**src/rtl/pt_walker.sv**
```systemverilog
module pt_walker #(
  parameter int MIDX_W = 12,
  parameter int SIDX_W = 8
) (
  input  logic        clk,
  input  logic        rst_n,
  input  logic        req_valid,
  output logic        req_ready,
  input  logic [31:0] req_vaddr,
  input  logic [1:0]  req_acc,
  input  logic [31:0] root_base,
  output logic        mem_req_valid,
  input  logic        mem_req_ready,
  output logic        mem_req_we,
  output logic [31:0] mem_req_addr,
  output logic [31:0] mem_req_wdata,
  input  logic        mem_rsp_valid,
  input  logic [31:0] mem_rsp_rdata,
  output logic        rsp_valid,
  input  logic        rsp_ready,
  output logic [31:0] rsp_paddr,
  output logic [31:0] rsp_pte,
  output logic [1:0]  rsp_fault
);
  localparam int OFF_W = 32 - MIDX_W - SIDX_W;
  localparam int PFN_W = 32 - OFF_W;
  localparam int BIT_V = 31;
  localparam int BIT_R = 30;
  localparam int BIT_M = 29;
  localparam int PROT_LO = 27;

  typedef enum logic [2:0] {IDLE, MREQ, MWAIT, SREQ, SWAIT, WREQ, WWAIT, RESP} st_t;

  st_t         st;
  logic [31:0] va, addr, pte;
  logic [1:0]  acc, fault;

  logic [1:0]  prot;
  logic        allow;
  logic [31:0] upd;

  assign prot = mem_rsp_rdata[PROT_LO +: 2];
  assign allow = (acc == 2'b00) ? (prot == 2'b01 || prot == 2'b10) :
                 (acc == 2'b01) ? (prot == 2'b10) :
                 (acc == 2'b10) ? (prot == 2'b11) : 1'b0;
  assign upd = mem_rsp_rdata | (32'b1 << BIT_R) | ((acc == 2'b01) ? (32'b1 << BIT_M) : 32'b0);

  assign req_ready     = (st == IDLE);
  assign mem_req_valid = (st == MREQ) || (st == SREQ) || (st == WREQ);
  assign mem_req_we    = (st == WREQ);
  assign mem_req_addr  = addr;
  assign mem_req_wdata = pte;
  assign rsp_valid     = (st == RESP);
  assign rsp_pte       = pte;
  assign rsp_fault     = fault;
  assign rsp_paddr     = (fault == 2'b00) ? {pte[PFN_W-1:0], va[OFF_W-1:0]} : 32'b0;

  always_ff @(posedge clk) begin
    if (!rst_n) begin
      st    <= IDLE;
      va    <= '0;
      addr  <= '0;
      pte   <= '0;
      acc   <= '0;
      fault <= '0;
    end else begin
      case (st)
        IDLE: if (req_valid) begin
          va    <= req_vaddr;
          acc   <= req_acc;
          fault <= 2'b00;
          addr  <= root_base + 32'({req_vaddr[31 -: MIDX_W], 2'b00});
          st    <= MREQ;
        end
        MREQ: if (mem_req_ready) st <= MWAIT;
        MWAIT: if (mem_rsp_valid) begin
          if (!mem_rsp_rdata[BIT_V]) begin
            pte   <= mem_rsp_rdata;
            fault <= 2'b01;
            st    <= RESP;
          end else begin
            addr <= {mem_rsp_rdata[PFN_W-1:0], {OFF_W{1'b0}}} + 32'({va[OFF_W +: SIDX_W], 2'b00});
            st   <= SREQ;
          end
        end
        SREQ: if (mem_req_ready) st <= SWAIT;
        SWAIT: if (mem_rsp_valid) begin
          pte <= mem_rsp_rdata;
          if (!mem_rsp_rdata[BIT_V]) begin
            fault <= 2'b01;
            st    <= RESP;
          end else if (!allow) begin
            fault <= 2'b10;
            st    <= RESP;
          end else if (upd != mem_rsp_rdata) begin
            pte <= upd;
            st  <= WREQ;
          end else begin
            st <= RESP;
          end
        end
        WREQ:  if (mem_req_ready) st <= WWAIT;
        WWAIT: if (mem_rsp_valid) st <= RESP;
        RESP:  if (rsp_ready) st <= IDLE;
        default: st <= IDLE;
      endcase
    end
  end
endmodule

```
**config.mk**
```make
export PLATFORM = sky130hd
export DESIGN_NAME = pt_walker
export DESIGN_NICKNAME = d
export VERILOG_FILES = /design/src/rtl/pt_walker.sv
export SDC_FILE = /design/constraint.sdc
export NUM_CORES = 1
export LEC_CHECK = 0
export ABC_CLOCK_PERIOD_IN_PS = 2500
export BUFFER_PORTS_ARGS = -buffer_cell sky130_fd_sc_hd__buf_4
export CAP_MARGIN = 20
export CORE_MARGIN = 4
export CORE_UTILIZATION = 42
export DETAILED_ROUTE_END_ITERATION = 8
export PLACE_DENSITY = 0.86
export SLEW_MARGIN = 20
export SYNTH_ARGS = -nofsm -noshare
export SYNTH_HDL_FRONTEND = slang
export SYNTH_SLANG_ARGS = --single-unit
```
**constraint.sdc**
```tcl
create_clock -name clk -period 2.5 [get_ports clk]
set_clock_uncertainty 0.2 [all_clocks]
set_input_delay 0.25 -clock clk [delete_from_list [all_inputs] [get_ports clk]]
set_output_delay 0.25 -clock clk [all_outputs]
set_load 0.01 [all_outputs]
```
[Yosys cells after proc, flatten, opt, wreduce, memory -nomap -nowiden]
Index checks and enable logic that the tools add are counted.
Word-level totals
  input port bits: 104
  output and inout bits: 134
  word-level logic and storage cells: 83
  register bits after elaboration: 91
Operators by class
  add/subtract/negate cells: 2
  muxes and demuxes: 36
  reductions and logical operators: 14
  bitwise logic cells: 1
  eq/ne operators: 24
Operators with widths (number)
  $mux 32: 10
  $pmux 32 s2: 2
  $add 32x10->32: 1
  $add 32x14->32: 1
  $ne 32x32->1: 1
  $or 32x30->32: 1
  $mux 30: 1
  $mux 3: 9
  $pmux 3 s8: 1
  $mux 2: 9
  $ne 2x2->1 const B: 9
  $eq 3x3->1 const B: 4
  $reduce_and 4->1: 2
  $reduce_and 8->1: 1
  $eq 2x2->1 const B: 3
  $eq 3x2->1 const B: 2
  $pmux 2 s3: 1
  $reduce_and 6->1: 1
  $eq 2x1->1 const B: 2
  $logic_not 2->1: 2
  $reduce_bool 2->1: 2
  $eq 3x1->1 const B: 1
  $logic_not 3->1: 1
  $logic_or 1x1->1: 3
  5 further kinds: 7

[Depth between registers and ports, before layout]
  word-level depth: 9
  mapped depth: 9
  gate-level depth less buffers: 8

[Least setup slack after synthesis]
OpenSTA, ideal clock, no wires.
  path type: input port to flip-flop
  start: in req_vaddr[20]
  end: reg addr[26], in the netlist mem_req_addr[26]
  arrival time: 2.300 ns
  setup time: 0.147 ns
  stages on the path: 9
  required time: 2.153 ns
  buffers on the path: 1
  path slack: -0.147 ns
  cells stage by stage: ha_1 fa_1 a21o_2 a221oi_1 a211oi_2 or2_0 clkbuf_1 nand4b_1 o311ai_0
Between the ends
  longest elaborated chain between the ends: 3
Ends and longest elaborated chain
  start: declaration: RTL line 9  | input logic [31:0] req_vaddr,
  $add 32x14->32: RTL line 72  | addr <= root_base + 32'({req_vaddr[31 -: MIDX_W], 2'b00});
  $mux 32: RTL line 68  | IDLE: if (req_valid) begin
  $pmux 32 s2: RTL line 67  | case (st)
  end signal: assignment: RTL line 72
  end signal: assignment: RTL line 82  | addr <= {mem_rsp_rdata[PFN_W-1:0], {OFF_W{1'b0}}} + 32'({va[OFF_W +: SIDX_W], 2'b00});
  end: declaration: RTL line 35  | logic [31:0] va, addr, pte;
No other way between the ends. The select of a mux whose other input is x is not followed.
A chain may end at the register's enable or synchronous reset.

[Final worst setup path]
  start: in req_vaddr[20]
  end: reg addr[14], in the netlist mem_req_addr[14]
Same word-level chain as after synthesis.

==> flow_summary_export.csv <==
group,metric,value,unit
sta,final-max-slew-violation-count,0,
floorplan,fp.dieArea,13700,um2
setup_path,regToRegSetupSlack,0.34,ns
yosys,ys_top_cells_by_area,"dfxtp_1 37%, nand2_1 11%, a21oi_1 8.7%, buf_4 4.8%, and2_1 4.5%",
global_routing,grtUsageTotal,25.1,%
min_path,hold_class,"primary input to flip-flop",
setup_path,cp_max_fo,5,
power,vdd_drop_max,0.540,mV
global_routing,grt_overflow,0,
global_routing,grt_antenna_before_repair,1,
clock_tree,cts_tree,"built",
sta,max_freq,429,MHz
layout,design_area,7660,um2
setup_path,arrival,2.34,ns
yosys,yosys_warnings,0,
yosys,synth_top_area_share,36.5,%
setup_path,required,2.51,ns
clock_tree,cts_buffers,9,
placement,place_area,6790,um2
min_path,holdPathEnd,"mem_req_addr[18]",
sta,hold_viol_final,0,
placement,dpl.cell_count,1005,
status,status,"complete, no violations",
yosys,synth_nets,787,
detailed_routing,firstDrtPassIters,5,
layout,fill_cells,932,
yosys,synth_edf_count,0,
yosys,async_flop_share,0,%
clock_tree,cts_root_buffer,"clkbuf_16",
sta,max_slew_margin,66.4,%
yosys,ys_ff_latch,91,
yosys,syn_inst,668,
layout,final_common_cell,"buf_4",
placement,gp_congestion,0.876,
floorplan,io-pin-count,238,
setup_path,r2r_start,"st[0]",
power,power-per-cell-area,769,nW/um2
power,leakagePower,3.45,nW
clock_tree,cts_num_sinks,91,
sta,setup_viol,0,
detailed_routing,viasPerCell,5.40,
yosys,avgSynthCellArea,7.47,um2
min_path,hold_depth,3,
floorplan,core,11500,um2
detailed_routing,vias,5826,
global_routing,grt_max_degree,45,
detailed_routing,drtIter0Drc,575,
placement,hpwl,12.5,mm
sta,fin_crit,2.33,ns
min_path,hold_start,"root_base[18]",
layout,final_nets,1049,
floorplan,die_w,117,um
placement,io_buffers,237,
floorplan,start_util,43.3,%
sta,rsz0062_at_grt,"no",
setup_path,cp-start-kind,"primary input",
clock_tree,postCtsSetupBuffers,0,
job,maxCapViolations,0,
yosys,synthFlopType,"dfxtp_1",
yosys,synth_area_leader_cell,"dfxtp_1",
layout,final_cells,1079,
layout,final_layout_size_suffix_gt1_share,31.8,%
yosys,ys_seq_area_share,36.5,%
clock_tree,worstSkewPairLatency,0.34,ns
detailed_routing,ant_nets,0,
layout,mostFrequentLayoutCells,"265 x buf_4, 149 x nand2_1, 91 x dfxtp_1",
clock_tree,path_clk_slew,0.07,ns
setup_path,startpoint,"req_vaddr[20]",
detailed_routing,wl,18.1,mm
setup_path,crit_type,"primary input to flip-flop",
global_routing,grt_pass1_vias,5500,
floorplan,num_rows,39,
global_routing,grt_pass1_wl,27.3,mm
layout,area_growth_syn_to_layout,53.6,%
detailed_routing,drc,0,
sta,fin_hold_ws,0.0134,ns
detailed_routing,wl_per_cell,16.8,um
setup_path,worstSetupEndpointType,"flip-flop",
yosys,ys_types,58,
sta,finalCritPeriodShare,93.2,%
yosys,netlist_area,4990,um2
clock_tree,clock_path_buffers,2,
clock_tree,htreeDepth,3,
setup_path,rr_worst_depth,5,
floorplan,die_y,117,um
sta,worst_pin_slew,0.503,ns
setup_path,reg2reg_to,"mem_req_addr[3]",
[cell families after synthesis]
family | synth area share (%)
xor gates and xnor gates | 3.34
muxes | 0.401
buffers and inverters | 8.95
DFF | 36.5
adders and majority gates | 3.91
AOI/OAI and AO/OA | 21.3
and+or+nand+nor | 25.6
[worst max path at each step]
stage                     cells after the start                to  slack, ns
final                                         9  mem_req_addr[14]       0.17
after global routing                         10  mem_req_addr[26]       0.02
after CTS                                    10  mem_req_addr[26]       0.13
after detailed placement                     10  mem_req_addr[30]      -0.18
after global placement                       10  mem_req_addr[28]      -0.11
after floorplan                               9  mem_req_addr[26]       0.02
[power by group]
| part | internal [mW] | switching (mW) |
|---|---|---|
| Clock | 0.703 | 0.658 |
| Sequential | 1.75 | 0.240 |
| Combinational | 1.15 | 1.39 |
| Total | 3.61 | 2.29 |
[worst max-delay path, cell delays in order]
cell,delay (ns)
buf_4,0.11
ha_1,0.23
fa_1,0.40
a21o_2,0.25
a221oi_2,0.29
a211oi_2,0.16
or2_0,0.37
xnor2_1,0.20
o21ai_0,0.09
[sequential cells by signal, indices dropped and copies added (netlist names)]
name and count:
mem_req_addr 32, st 3, mem_req_wdata 32, rsp_fault 2, acc 2, va 20
[layer usage]
layer  vias to the layer above  global-route usage, %  routed length (um)
li1                       2790                      -                   -
met1                      2663                   30.2                7070
met2                       312                   43.8                8820
met3                        61                   4.99                1570
met4                         0                   10.4                 626
met5                         -                      0                   0
[cells in the mapped netlist, types with 2 or more instances]
library cell / count
nand2_1: 149
dfxtp_1: 91
a21oi_1: 87
clkbuf_1: 38
and2_1: 36
o21ai_0: 34
buf_4: 32
nor2_1: 31
nand3_1: 21
ha_1: 14
xnor2_1: 13
inv_1: 12
nor3_1: 12
a31oi_1: 6
nand4_1: 6
xor2_1: 6
a221oi_1: 5
a311oi_1: 5
and3_1: 5
o21a_1: 5
o211ai_1: 4
o311ai_0: 4
a211oi_1: 3
a21o_1: 3
o2111ai_1: 3
or3_2: 3
a211oi_2: 2
mux2i_1: 2
nand2b_1: 2
nor2b_1: 2
nor4_1: 2
o211a_1: 2
o22ai_1: 2
or3_1: 2
[final cells by class]
class | instances | area [um2] | area share (%)
multi-input combinational | 492 | 2740 | 35.7
timing repair buffer | 323 | 2580 | 33.7
sequential | 91 | 1820 | 23.8
clock buffer | 9 | 225 | 2.94
tap | 143 | 179 | 2.33
clock inverter | 7 | 71.3 | 0.930
inverter | 13 | 48.8 | 0.637
antenna | 1 | 2.50 | 0.0326
[stage by stage]
step	TNS [ns]	total power, mW	setup WS [ns]	util, %
2_1_floorplan	0	3.34	0.0166	-
3_3_place_gp	-0.718	4.41	-0.109	59.0
3_5_place_dp	-1.34	4.44	-0.179	59.0
4_1_cts	0	5.88	0.129	66.5
5_1_grt	0	6.25	0.0246	66.6
6_report	0	5.90	0.169	66.6
[timing repair]
item	CTS	global route
endpoints found under the hold margin	57	0
gates resized for setup	0	1
hold buffers	57	0
setup endpoints to repair	0	2
No activity file was read; power rests on OpenSTA's default activity.
